===== src/rtl/cdiv_pkg.sv =====
package cdiv_pkg;
  // Output source choice for a channel.
  typedef enum logic {
    SRC_DIVIDED = 1'b0,
    SRC_AUX     = 1'b1
  } cdiv_src_e;
endpackage


===== src/rtl/cdiv_shadow.sv =====
// Holds ratio and delay; loads them only on a sync edge.
module cdiv_shadow #(
  parameter int RATIO_W = 8,
  parameter int DELAY_W = 6
) (
  input  logic               clk_in,
  input  logic               rst_n,
  input  logic               sync_req,
  input  logic [RATIO_W-1:0] ratio_in,
  input  logic [DELAY_W-1:0] delay_in,
  output logic [RATIO_W-1:0] ratio_sh,
  output logic [DELAY_W-1:0] delay_sh,
  output logic [RATIO_W-1:0] ratio_eff,
  output logic [DELAY_W-1:0] delay_eff
);
  localparam logic [RATIO_W-1:0] RATIO_ONE = RATIO_W'(1);

  // A ratio of zero behaves as divide-by-one.
  function automatic logic [RATIO_W-1:0] nz_ratio(input logic [RATIO_W-1:0] r);
    return (r == '0) ? RATIO_ONE : r;
  endfunction

  always_ff @(posedge clk_in or negedge rst_n) begin
    if (!rst_n) begin
      ratio_sh <= RATIO_ONE;
      delay_sh <= '0;
    end else if (sync_req) begin
      ratio_sh <= nz_ratio(ratio_in);
      delay_sh <= delay_in;
    end
  end

  // Values used on the current edge: fresh inputs on a sync edge.
  always_comb begin
    ratio_eff = sync_req ? nz_ratio(ratio_in) : ratio_sh;
    delay_eff = sync_req ? delay_in : delay_sh;
  end
endmodule


===== src/rtl/cdiv_seq.sv =====
// Rising-edge sequencer: works out the levels of both half periods
// of the coming input cycle and tracks the first completed period.
module cdiv_seq #(
  parameter int RATIO_W = 8,
  parameter int DELAY_W = 6
) (
  input  logic               clk_in,
  input  logic               rst_n,
  input  logic               sync_req,
  input  logic [RATIO_W-1:0] ratio_eff,
  input  logic [DELAY_W-1:0] delay_eff,
  output logic               rise_lvl,
  output logic               fall_lvl_pre,
  output logic               seq_run,
  output logic               phase_valid
);
  localparam int POS_W = RATIO_W + 1;

  typedef struct packed {
    logic               run;
    logic [DELAY_W-1:0] wait_h;
    logic [POS_W-1:0]   pos;
    logic               done;
    logic               lvl;
  } hstate_t;

  // Advance by one half input period.
  function automatic hstate_t step_half(input hstate_t s, input logic [RATIO_W-1:0] n);
    hstate_t r;
    logic [POS_W-1:0] last_pos;
    last_pos = {n, 1'b0} - 1'b1;
    r = s;
    r.lvl = 1'b0;
    if (s.run) begin
      if (s.wait_h != '0) begin
        r.wait_h = s.wait_h - 1'b1;
      end else begin
        r.lvl = (s.pos < {1'b0, n});
        if (s.pos == last_pos) begin
          r.pos  = '0;
          r.done = 1'b1;
        end else begin
          r.pos = s.pos + 1'b1;
        end
      end
    end
    return r;
  endfunction

  hstate_t cur_q, start_s, half_a, half_b;

  always_comb begin
    start_s.run    = 1'b1;
    start_s.wait_h = delay_eff;
    start_s.pos    = '0;
    start_s.done   = 1'b0;
    start_s.lvl    = 1'b0;
    half_a = step_half(sync_req ? start_s : cur_q, ratio_eff);
    half_b = step_half(half_a, ratio_eff);
  end

  always_ff @(posedge clk_in or negedge rst_n) begin
    if (!rst_n) begin
      cur_q       <= '0;
      rise_lvl    <= 1'b0;
      phase_valid <= 1'b0;
    end else begin
      cur_q       <= half_b;
      rise_lvl    <= half_a.lvl;
      phase_valid <= sync_req ? 1'b0 : (phase_valid | cur_q.done);
    end
  end

  assign fall_lvl_pre = cur_q.lvl;
  assign seq_run      = cur_q.run;
endmodule


===== src/rtl/cdiv_edge_out.sv =====
// Retimes the second-half level onto the falling edge and steers
// the output between the two halves and the auxiliary source.
module cdiv_edge_out (
  input  logic clk_in,
  input  logic rst_n,
  input  logic rise_lvl,
  input  logic fall_lvl_pre,
  input  logic src_sel,
  input  logic aux_in,
  output logic clk_out
);
  import cdiv_pkg::*;

  logic fall_lvl_q;
  logic div_lvl;

  always_ff @(negedge clk_in or negedge rst_n) begin
    if (!rst_n) fall_lvl_q <= 1'b0;
    else        fall_lvl_q <= fall_lvl_pre;
  end

  always_comb begin
    div_lvl = clk_in ? rise_lvl : fall_lvl_q;
    clk_out = (cdiv_src_e'(src_sel) == SRC_AUX) ? aux_in : div_lvl;
  end
endmodule


===== src/rtl/chan_div.sv =====
module chan_div #(
  parameter int RATIO_W = 8,
  parameter int DELAY_W = 6
) (
  input  logic               clk_in,
  input  logic               rst_n,
  input  logic               sync_req,
  input  logic [RATIO_W-1:0] ratio_in,
  input  logic [DELAY_W-1:0] delay_in,
  input  logic               src_sel,
  input  logic               aux_in,
  output logic               clk_out,
  output logic               phase_valid
);
  logic [RATIO_W-1:0] ratio_sh, ratio_eff;
  logic [DELAY_W-1:0] delay_sh, delay_eff;
  logic               rise_lvl, fall_lvl_pre, seq_run;

  cdiv_shadow #(.RATIO_W(RATIO_W), .DELAY_W(DELAY_W)) shadow_i (
    .clk_in(clk_in), .rst_n(rst_n), .sync_req(sync_req),
    .ratio_in(ratio_in), .delay_in(delay_in),
    .ratio_sh(ratio_sh), .delay_sh(delay_sh),
    .ratio_eff(ratio_eff), .delay_eff(delay_eff)
  );

  cdiv_seq #(.RATIO_W(RATIO_W), .DELAY_W(DELAY_W)) seq_i (
    .clk_in(clk_in), .rst_n(rst_n), .sync_req(sync_req),
    .ratio_eff(ratio_eff), .delay_eff(delay_eff),
    .rise_lvl(rise_lvl), .fall_lvl_pre(fall_lvl_pre),
    .seq_run(seq_run), .phase_valid(phase_valid)
  );

  cdiv_edge_out out_i (
    .clk_in(clk_in), .rst_n(rst_n), .rise_lvl(rise_lvl),
    .fall_lvl_pre(fall_lvl_pre), .src_sel(src_sel),
    .aux_in(aux_in), .clk_out(clk_out)
  );
endmodule


===== config.mk =====
export PLATFORM = sky130hd
export DESIGN_NAME = chan_div
export DESIGN_NICKNAME = d
export VERILOG_FILES = /design/src/rtl/cdiv_pkg.sv /design/src/rtl/cdiv_shadow.sv /design/src/rtl/cdiv_seq.sv /design/src/rtl/cdiv_edge_out.sv /design/src/rtl/chan_div.sv
export SDC_FILE = /design/constraint.sdc
export NUM_CORES = 1
export LEC_CHECK = 0
export CORE_MARGIN = 2
export CORE_UTILIZATION = 25
export DETAILED_ROUTE_END_ITERATION = 8
export DONT_BUFFER_PORTS = 1
export PLACE_DENSITY_LB_ADDON = 0.2
export SLEW_MARGIN = 15
export SYNTH_ARGS = -nofsm -noshare
export SYNTH_HDL_FRONTEND = slang
export SYNTH_SLANG_ARGS = --single-unit

===== constraint.sdc =====
create_clock -name clk_in -period 5.4 [get_ports clk_in]
set_input_delay 0.27 -clock clk_in [delete_from_list [all_inputs] [get_ports clk_in]]
set_output_delay 0.27 -clock clk_in [all_outputs]
set_load 0.05 [all_outputs]

==> key figures <==
Global route
  • Total Routing Usage GR: 15.13%
  • First-pass GRT wire length: about 17 mm
  • Gr ovfl total: 0
  • Vias in the first global route: 2878
  • GR Layer Usage met1: a little over a fifth
  • Pin count of the biggest net entering global routing: ~50
  • Met3 usage: around 3%
  • Initial antenna violation count: 0
  • Most Crowded Layer GR: met2
  • Met2 Use GR: 23.26%

Timing
  • Final TNS setup: 0 ps
  • Final setup viols: 0
  • Headroom to the max-slew limit: 1.482%
  • Fin. Hold Viols: 0
  • Setup ws final: ~440 ps
  • RSZ-0062 raised after global routing: false
  • Max-slew violation count: 0
  • Worst Max-Slew Pin Slew: 1462 ps
  • Clock Skews: 40.84 ps

Logic synthesis
  • Mapped Avg Cell Area: roughly 8.7 µm²
  • Post-synthesis xor/xnor area fraction: 10.77%
  • Number of synthesized flops with an enable pin: 0
  • Mapped Nets: 410
  • Top post-synthesis cells by area: dfrtp_1 21%, ha_1 7.7%, xnor2_1 5.7%
  • Yosys warnings: 0
  • Syn Inst Count: 371
  • Synth Cell Area: around 3200 µm²
  • Mux cell area share after synthesis: just under 7%
  • Synth unique cells: 82
  • Number of synthesized register bits: 29
  • Area leader, netlist: dfrtp_1
  • Post-synthesis adder-cell area fraction: 7.746%
  • Top FF cell, synth: dfrtp_1
  • Sequential area share after synthesis: 22.50%
  • Fraction of the mapped netlist area in compound gates: about a fifth
  • Share of Yosys cell area claimed by the top area cell type: 20.91%
  • Main combinational cell family by area after synthesis: simple AND/OR/NAND/NOR gates
  • Share of flip-flops with an asynchronous set or reset: 100.0%
  • Synth Area in Simple Gates: 25.60%

Power and ir drop
  • Static Leak: 0.001483 µW
  • Pwr Density: 290.0 nW/µm²
  • Max VDD drop: roughly 0.10 mV

Clocking
  • Worst-Skew Late Latency: 440 ps
  • CTS tree: done
  • Worst-path clk slew: 60 ps
  • Post-CTS setup buffers: 0

Status
  • Status: finished with violations
  • Failing checks: capacitance limit

Route
  • Drt pass-1 iters: 5
  • Final ANT Viol Nets: 0
  • Vias per cell: roughly 5.3
  • # DRC: 0
  • Vias: 2892
  • Routed wire per std cell: ~19 µm
  • Total Wirelength: 10.20 mm
  • Iter 0 DRT Violations: ~260

Floorplanning
  • Core area: 12620 µm²
  • Initial Util: between 20% and 30%
  • Die Ht: approximately 120 µm
  • Rows: 41
  • Die Width: ~120 µm
  • Die ar.: 13850 µm²
  • I/O Pins: 21

Placed design
  • I/O Buffers: 0
  • Post-DP HPWL: about 7.7 mm
  • DP Worst Slack: 915.7 ps
  • Post-DP Area: 3385 µm²
  • Routability congestion estimate: 0.8783

Finish
  • Fin util: 29.10%
  • Post-layout instance area: approximately 3700 µm²
  • Layout Nets: 414
  • Share of cells above drive strength 1: 11.17%
  • Layout area overhead: 13.67%
  • Most frequent cells in the layout: 31 x nor2_1, 31 x nand2_1, 27 x dfrtp_1, 21 x xnor2_1, 20 x ha_1
  • Ant. Diodes: 0

Critical path
  • CP Data Required Time: ~5100 ps
  • Worst-path fanout max: 1
  • CP max stage delay: 1110 ps
  • Critical path's slowest cell: o21ai_0
  • Startpoint type of the worst setup path: register
  • CP arrival: 4690 ps
  • CP cell instances: mux2i_1 -> o21ai_0
  • Critical Path Sink Type: output pin
  • CP Class: register to output pin

Worst hold path
  • Hold WC Path Type: input port to register

Run
  • Max-Cap Viols: 1
[synthesized netlist by cell type, types with 3 or more instances]
cell type and n:
inv_1 16, nor2b_1 7, o32ai_1 3, nor3_1 11
ha_1 20, buf_2 4, a31o_1 4, nor4b_1 3
and3_1 4, or3_1 3, o31ai_1 5, xor2_1 13
o21ai_0 10, a21oi_1 13, xnor2_1 21, mux2_2 3
and2_1 3, mux2i_1 13, clkbuf_1 4, nand4_1 5
dfrtp_1 27, nand3_1 10, a21boi_0 3, nand2b_1 5
nor2_1 31, o2111ai_1 4, or4_1 3, o21a_1 3
a211oi_1 5, buf_6 5, o22ai_1 7, nand4b_1 3
a31oi_1 3, a21o_1 3, nand2_1 31, nor4_1 6
[area by class of cell]
type / instances / area (µm²)
Tap cell: 172 / 215.2
Inverter: 18 / 67.56
Sequential cell: 29 / 726.9
Clock buffer: 10 / 217.7
Fill cell: 1356 / 8947
Multi-Input combinational cell: 310 / 2337
Timing Repair Buffer: 8 / 77.57
Clock inverter: 1 / 30.03
[sequential cells by signal (all words and copies together), names as in the netlist]
register,count
seq_i.rise_lvl,1
shadow_i.ratio_sh,8
seq_i.seq_run,1
seq_i.fall_lvl_pre,1
out_i.fall_lvl_q,1
seq_i.cur_q,16
seq_i.phase_valid,1
[kinds of logic after synthesis]
family / count (synthesis)
AOI/OAI and AO/OA: 89
xor gates and xnor gates: 36
muxes: 19
and+or+nand+nor: 146
DFF: 29
buffers and inverters: 32
adders and majority gates: 20
[per-layer routing]
metal / up-vias / part of all wire [%]
met3: 18 / 4.8
met2: 84 / 46
met5: - / 0
met4: 0 / 2.2
li1: 1400 / -
met1: 1390 / 47
[what timing repair did]
| action | CTS | global route |
|---|---|---|
| endpoints found under the hold margin | 29 | 0 |
| hold buffers | 3 | 0 |
| resized for setup | 0 | 0 |
[metrics by stage]
step                power (µW)  hold slack [ps]  cells
finish                    1065            96.04    548
global route              1125            116.3    548
CTS                       1070            69.82    548
detailed placement       608.4           -23.30    534
global placement         604.7           -23.29    534
floorplan                543.3           -25.59    371
[critical path: cells and delay by family, from the launching register on]
| family | cells | cell delay, ps |
|---|---|---|
| AO/OA/AOI/OAI | 1 | 1110 |
| flip-flops | 1 | 380 |
| multiplexers | 1 | 50 |
[power by group]
| part | switching, µW | internal (µW) |
|---|---|---|
| combinational | 195 | 125 |
| sequential | 32.2 | 254 |
| clock | 131 | 328 |
| total | 358 | 707 |
[path summary, 6_finish.rpt]
check                      depth (start not counted)  slack [ps]                       start                              to
setup / recovery                                   2         440  out_i.fall_lvl_q$_DFF_NN0_                         clk_out
hold / removal                                     2         100                    sync_req  shadow_i.ratio_sh[0]$_DFF_PN1_
setup reg to reg                                  13        1000   seq_i.cur_q[11]$_DFF_PN0_        seq_i.cur_q[8]$_DFF_PN0_
hold reg to reg                                    2         520    seq_i.cur_q[1]$_DFF_PN0_     seq_i.phase_valid$_DFF_PN0_
max in group asynchronous                          0        3190                       rst_n      out_i.fall_lvl_q$_DFF_NN0_
min in group asynchronous                          2         320                       rst_n        seq_i.cur_q[3]$_DFF_PN0_
(Power assumes the default switching activity.)
